### config.mk
export PLATFORM = sky130hd
export DESIGN_NAME = lcdcmd_decoder
export DESIGN_NICKNAME = d
export VERILOG_FILES = /design/src/rtl/lcdcmd_pkg.sv /design/src/rtl/lcdcmd_classify.sv /design/src/rtl/lcdcmd_regfile.sv /design/src/rtl/lcdcmd_decoder.sv
export SDC_FILE = /design/constraint.sdc
export NUM_CORES = 1
export LEC_CHECK = 0
export ABC_AREA = 0
export ABC_CLOCK_PERIOD_IN_PS = 2000
export CAP_MARGIN = 20
export CORE_MARGIN = 3
export CORE_UTILIZATION = 38
export DETAILED_ROUTE_END_ITERATION = 7
export HOLD_SLACK_MARGIN = 0.02
export MAX_ROUTING_LAYER = met4
export PLACE_DENSITY = 0.81
export SETUP_SLACK_MARGIN = 0.1
export SKIP_LAST_GASP = 1
export SYNTH_ARGS = -nofsm -noshare
export SYNTH_HDL_FRONTEND = slang
export SYNTH_HIERARCHICAL = 1
export SYNTH_SLANG_ARGS = --single-unit
export TNS_END_PERCENT = 1
### constraint.sdc
create_clock -name clk -period 2 [get_ports clk]
set_input_delay 0.4 -clock clk [delete_from_list [all_inputs] [get_ports clk]]
set_output_delay 0.4 -clock clk [all_outputs]
set_load 0.01 [all_outputs]
### src/rtl/lcdcmd_pkg.sv
package lcdcmd_pkg;

  localparam int CMD_W  = 8;
  localparam int DISP_W = 2;
  localparam int TC_W   = 2;
  localparam int BIAS_W = 3;
  localparam int VOP_W  = 7;
  localparam int XA_W   = 7;
  localparam int YA_W   = 3;

  typedef enum logic [3:0] {
    OP_RSVD,
    OP_NOP,
    OP_FSET,
    OP_DISP,
    OP_SETY,
    OP_SETX,
    OP_TEMP,
    OP_BIAS,
    OP_VOP
  } cmd_op_e;

  typedef struct packed {
    logic              pd;
    logic              vert;
    logic              page;
    logic [DISP_W-1:0] disp;
    logic [TC_W-1:0]   tc;
    logic [BIAS_W-1:0] bias;
    logic [VOP_W-1:0]  vop;
  } ctrl_t;

  localparam ctrl_t CTRL_RESET = '{pd: 1'b1, vert: 1'b0, page: 1'b0,
                                   disp: '0, tc: '0, bias: '0, vop: '0};

endpackage

### src/rtl/lcdcmd_classify.sv
module lcdcmd_classify
  import lcdcmd_pkg::*;
(
  input  logic [CMD_W-1:0] cmd_b,
  input  logic             page_i,
  output cmd_op_e          op_o
);

  localparam int HI = CMD_W - 1;

  always_comb begin
    op_o = OP_RSVD;
    if (cmd_b == '0) begin
      op_o = OP_NOP;
    end else if (cmd_b[HI:3] == 5'b00100) begin
      op_o = OP_FSET;
    end else if (!page_i) begin
      if (cmd_b[HI])                                 op_o = OP_SETX;
      else if (cmd_b[HI:3] == 5'b01000)              op_o = OP_SETY;
      else if (cmd_b[HI:3] == 5'b00001 && !cmd_b[1]) op_o = OP_DISP;
    end else begin
      if (cmd_b[HI])                                 op_o = OP_VOP;
      else if (cmd_b[HI:2] == 6'b000001)             op_o = OP_TEMP;
      else if (cmd_b[HI:3] == 5'b00010)              op_o = OP_BIAS;
    end
  end

endmodule

### src/rtl/lcdcmd_regfile.sv
module lcdcmd_regfile
  import lcdcmd_pkg::*;
(
  input  logic             clk,
  input  logic             rst,
  input  logic             en,
  input  cmd_op_e          op,
  input  logic [CMD_W-1:0] cmd_b,
  output ctrl_t            q,
  output logic             pump_q
);

  ctrl_t nxt;

  always_comb begin
    nxt = q;
    if (en) begin
      case (op)
        OP_FSET: begin
          nxt.pd   = cmd_b[2];
          nxt.vert = cmd_b[1];
          nxt.page = cmd_b[0];
        end
        OP_DISP: nxt.disp = {cmd_b[2], cmd_b[0]};
        OP_TEMP: nxt.tc   = cmd_b[TC_W-1:0];
        OP_BIAS: nxt.bias = cmd_b[BIAS_W-1:0];
        OP_VOP:  nxt.vop  = cmd_b[VOP_W-1:0];
        default: nxt = q;
      endcase
    end
  end

  always_ff @(posedge clk) begin
    if (rst) begin
      q      <= CTRL_RESET;
      pump_q <= 1'b0;
    end else begin
      q      <= nxt;
      pump_q <= (nxt.vop != '0);
    end
  end

  // reset values
  p_reset_state_r1: assert property (@(posedge clk)
    rst |=> (q.pd && !q.vert && !q.page && q.disp == '0 && q.tc == '0 &&
             q.bias == '0 && q.vop == '0 && !pump_q));

  // no strobe, no change
  p_hold_idle_r2: assert property (@(posedge clk) disable iff (rst)
    (!$past(rst) && !$past(en)) |-> $stable(q));

  // voltage value moves only on page 1
  p_vop_page_r10: assert property (@(posedge clk) disable iff (rst)
    (!$past(rst) && !$stable(q.vop)) |-> $past(q.page));

  // display mode moves only on page 0
  p_disp_page_r5: assert property (@(posedge clk) disable iff (rst)
    (!$past(rst) && !$stable(q.disp)) |-> !$past(q.page));

  // pump flag follows the stored voltage value
  p_pump_track_r10: assert property (@(posedge clk) disable iff (rst)
    pump_q == (q.vop != '0));

endmodule

### src/rtl/lcdcmd_decoder.sv
module lcdcmd_decoder
  import lcdcmd_pkg::*;
(
  input  logic              clk,
  input  logic              rst,
  input  logic              cmd_valid,
  input  logic              cmd_dc,
  input  logic [CMD_W-1:0]  cmd_byte,
  output logic              pwr_down,
  output logic              vert_addr,
  output logic              ext_page,
  output logic [DISP_W-1:0] disp_mode,
  output logic [TC_W-1:0]   temp_coef,
  output logic [BIAS_W-1:0] bias_sel,
  output logic [VOP_W-1:0]  vop_val,
  output logic              pump_on,
  output logic              x_load,
  output logic [XA_W-1:0]   x_addr,
  output logic              y_load,
  output logic [YA_W-1:0]   y_addr
);

  cmd_op_e op;
  ctrl_t   st;
  logic    cmd_en;

  assign cmd_en = cmd_valid && !cmd_dc;

  lcdcmd_classify u_cls (
    .cmd_b  (cmd_byte),
    .page_i (st.page),
    .op_o   (op)
  );

  lcdcmd_regfile u_regs (
    .clk    (clk),
    .rst    (rst),
    .en     (cmd_en),
    .op     (op),
    .cmd_b  (cmd_byte),
    .q      (st),
    .pump_q (pump_on)
  );

  assign x_load = cmd_en && (op == OP_SETX);
  assign y_load = cmd_en && (op == OP_SETY);
  assign x_addr = cmd_byte[XA_W-1:0];
  assign y_addr = cmd_byte[YA_W-1:0];

  assign pwr_down  = st.pd;
  assign vert_addr = st.vert;
  assign ext_page  = st.page;
  assign disp_mode = st.disp;
  assign temp_coef = st.tc;
  assign bias_sel  = st.bias;
  assign vop_val   = st.vop;

  // never two pointer loads at once
  p_pulse_excl_r11: assert property (@(posedge clk) disable iff (rst)
    $onehot0({x_load, y_load}));

  // column load only on page 0 with a command strobe
  p_xload_page_r7: assert property (@(posedge clk) disable iff (rst)
    x_load |-> (!ext_page && cmd_valid && !cmd_dc));

  // bank load only on page 0 with a command strobe
  p_yload_page_r6: assert property (@(posedge clk) disable iff (rst)
    y_load |-> (!ext_page && cmd_valid && !cmd_dc));

  // a data byte never raises a load pulse
  p_data_quiet_r2: assert property (@(posedge clk) disable iff (rst)
    cmd_dc |-> !(x_load || y_load));

endmodule

==> results.json <==
{
  "fmax_mhz": 472,
  "worstPathCellList": "buf_12, buf_6, nor4_4, a311oi_2, o21ai_2, nor4b_4, buf_2",
  "synth.yosys.warnings": 6,
  "fin_nets": 197,
  "regToRegSetupSlack_ns": 0.02,
  "postSynth.asyncResetShare_pct": 0,
  "cap_violations": 0,
  "drc_violation_count_after_routing": 0,
  "die_height_um": 58.5,
  "clock_tree.htree_level_count": 1,
  "global_routing_usage_summed_across_all_routing_layers_pct": 20.7,
  "detailroute.via_count": 1190,
  "primary_ff_master_synth": "sky130_fd_sc_hd__dfxtp_1",
  "detailedRoute.firstPassIterationCount": 4,
  "clk_transition_reported_paths_ns": 0.11,
  "power.share.switching_pct": 26.0,
  "relSlewSlack_pct": 73.9,
  "ctsLongestPathBuffers": 2,
  "total_internal_power_uw": 558,
  "p_clk_share_pct": 29.8,
  "hold_path_class": "reg -> reg",
  "worstPathBufferInverterCount": 3,
  "power.ir.vdd_worst_mv": 0.575,
  "ys_seq_elements": 18,
  "layout-area-overhead-vs-synth_pct": 68.7,
  "finalCriticalPeriod_ns": 2.12,
  "power_density_nw_per_um2": 426,
  "placeableCoreArea_sq_um": 2540,
  "critPathMaxFanout": 6,
  "drt-initial-drc-count": 46,
  "final_report_setup_violation_count": 15,
  "grt_max_degree": 14,
  "count_of_final_hold_check_violations": 0,
  "mappedNetlistNets": 135,
  "numCtsBuffers": 3,
  "rsz0062_at_grt": "yes",
  "globalRoute.totalOverflow": 0,
  "design.portCount": 42,
  "combPwrFrac_pct": 22.7,
  "worst_skew_pair.late_latency_ns": 0.30,
  "post_synth_main_area_contributors": "sky130_fd_sc_hd__dfxtp_1, sky130_fd_sc_hd__buf_4, sky130_fd_sc_hd__nand3_1",
  "wire_per_inst_um": 15.4,
  "holdBufCountCts": 0,
  "synth.cell_area_sq_um": 1050,
  "gpl.final_weighted_congestion": 0.832,
  "timing_worst_setup_path_type": "in -> out",
  "synth_top_area_cell": "sky130_fd_sc_hd__dfxtp_1",
  "critPathLaunchType": "input pin",
  "synth_edf_count": 0,
  "clockRootBuffer": "sky130_fd_sc_hd__clkbuf_4",
  "leakagePower_uw": 0.000659,
  "slowest_stage": "sky130_fd_sc_hd__nor4_4",
  "stdcell_count": 214,
  "area.sequential_sq_um": 360,
  "critical_path.max_stage_delay_ns": 0.30,
  "multiInputGateArea_sq_um": 667,
  "detailedPlace.worstSlack_ns": -0.973,
  "setup.worst_path.end_class": "primary output",
  "tritoncts": "built",
  "initial_antenna_violation_count": 0,
  "grt_pass1_wl_um": 5460,
  "detailedPlacementHpwl_um": 2420,
  "worst_max_slew_pin_slew_ns": 0.390,
  "crit_required_ns": 1.60,
  "die_footprint_sq_um": 3430,
  "initial_core_utilization_pct": 41.2,
  "fillerInstances": 205,
  "synth.distinct_cells": 35,
  "routed_via_density": 5.56,
  "synth.avg_cell_area_sq_um": 8.52,
  "port-buffer-count": 41,
  "dp.cells": 205,
  "outcome": "finished with violations",
  "netSwitchingPower_uw": 196,
  "num_rows": 18,
  "timing.critical_path.arrival_ns": 1.72,
  "final_antenna_net_count": 0,
  "power.sequential.fraction_pct": 47.6,
  "post_synth_inst_count": 123,
  "failed_checks": "negative setup slack",
  "drive_gt1_share_pct": 31.5,
  "vias_in_the_first_global_route": 1176,
  "crit_family": "simple AND/OR/NAND/NOR gates",
  "numClockSinks": 18,
  "diodes": 0,
  "skew_ns": 0.0152,
  "totalWireLength_um": 3300,
  "finalCritPeriodShare_pct": 106,
  "share_of_synthesized_area_occupied_by_flip_flops_and_latches_pct": 34.4,
  "dieWidth_um": 58.5,
  "synth.top_cell.area_share_pct": 34.4,
  "setup_slack_ns": -0.119,
  "timing_max_transition_violations_final": 0
}
## power groups by stage
| stage | logic, uW | registers, uW | clock network [uW] |
|---|---|---|---|
| 3_5_place_dp | 148 | 367 | 0 |
| 2_1_floorplan | 65.1 | 367 | 0 |
| 6_report | 171 | 359 | 224 |
| 4_1_cts | 160 | 359 | 233 |
| 5_1_grt | 181 | 359 | 251 |
| 3_3_place_gp | 143 | 367 | 0 |
## area by class of cell
| class | count | share of cell area, % |
|---|---|---|
| inverters | 3 | 0.636 |
| clock buffers | 4 | 2.05 |
| flip-flops and latches | 18 | 20.4 |
| well taps | 30 | 2.12 |
| multi-input cells | 86 | 37.7 |
| repair buffers | 73 | 37.1 |
## sequential cells by signal, indices dropped and copies added (netlist names)
register and flops:
u_regs/q 17, u_regs/pump_q 1
## through the flow
stage          setup TNS [ns]  instance area (sq um)  util (%)  total power, uW  hold WS, ns
5_1_grt                 -1.82                   1770      69.5              791        0.510
6_report               -0.659                   1770      69.5              754        0.484
4_1_cts                -0.261                   1730      67.8              752        0.492
3_3_place_gp           -13.72                   1620      63.7              510        0.466
3_5_place_dp           -15.06                   1620      63.7              515        0.467
2_1_floorplan               0                   1080         -              432        0.493
## cell usage in the layout (no fill, tap or decap), drive strengths merged, types with 2 or more instances in the layout
cell type	n
buf	39
clkdlybuf4s50	32
dfxtp	18
nand3	14
a21oi	12
o21ai	12
nand2b	9
nor4	6
nor2	4
mux2i	4
clkbuf	4
inv	3
nor4b	3
nand2	3
o31ai	2
nor3	2
o211ai	2
a21boi	2
a311oi	2
## cell usage after synthesis, types with 2 or more instances
cell type                   n
sky130_fd_sc_hd__a21oi_1   12
sky130_fd_sc_hd__a311oi_1   2
sky130_fd_sc_hd__buf_2      2
sky130_fd_sc_hd__buf_4     10
sky130_fd_sc_hd__clkbuf_1   3
sky130_fd_sc_hd__dfxtp_1   18
sky130_fd_sc_hd__inv_1      3
sky130_fd_sc_hd__mux2i_1    4
sky130_fd_sc_hd__nand2_1    3
sky130_fd_sc_hd__nand2b_1   9
sky130_fd_sc_hd__nand3_1   14
sky130_fd_sc_hd__nor2_1     4
sky130_fd_sc_hd__nor3_1     2
sky130_fd_sc_hd__nor4_1     4
sky130_fd_sc_hd__nor4_2     2
sky130_fd_sc_hd__o21ai_0    4
sky130_fd_sc_hd__o21ai_1    8
sky130_fd_sc_hd__o31ai_1    2
## timing repair
| item | 4_1_cts | 5_1_grt |
|---|---|---|
| resized for setup | 42 | 13 |
| buffers inserted | 3 | 2 |
| setup endpoints to repair | 30 | 24 |
| pin swaps | 5 | 6 |
## final timing paths
path | startpoint | to | depth (start not counted)
setup / recovery | cmd_byte[7] | x_load | 7
hold / removal | u_regs/q[7] | u_regs/q[7] | 2
setup reg to reg | u_regs/q[14] | u_regs/q[4] | 6
hold reg to reg | u_regs/q[7] | u_regs/q[7] | 2
## per-layer routing
layer  GRT usage, %  wire length [um]  share of wire [%]
met2           34.8              1610                 49
met1           24.8              1370                 41
met5              -                 0                  0
met3           5.70               267                8.1
met4           4.30                50                1.5
## tightest hold or removal path: cells and delay by family (launching register included)
| kind | cells | cell delay, ns |
|---|---|---|
| DFF | 1 | 0.33 |
| and+or+nand+nor | 1 | 0.06 |
| muxes | 1 | 0.06 |
## cells by family (layout without fill, tap and decap cells)
family / after synthesis / in the layout / synth area share [%]
muxes: 4 / 4 / 3.82
AOI/OAI and AO/OA: 33 / 33 / 18.9
DFF: 18 / 18 / 34.4
buffers and inverters: 19 / 80 / 11.3
and+or+nand+nor: 49 / 49 / 31.6
Power figures use the tool's default switching activity.
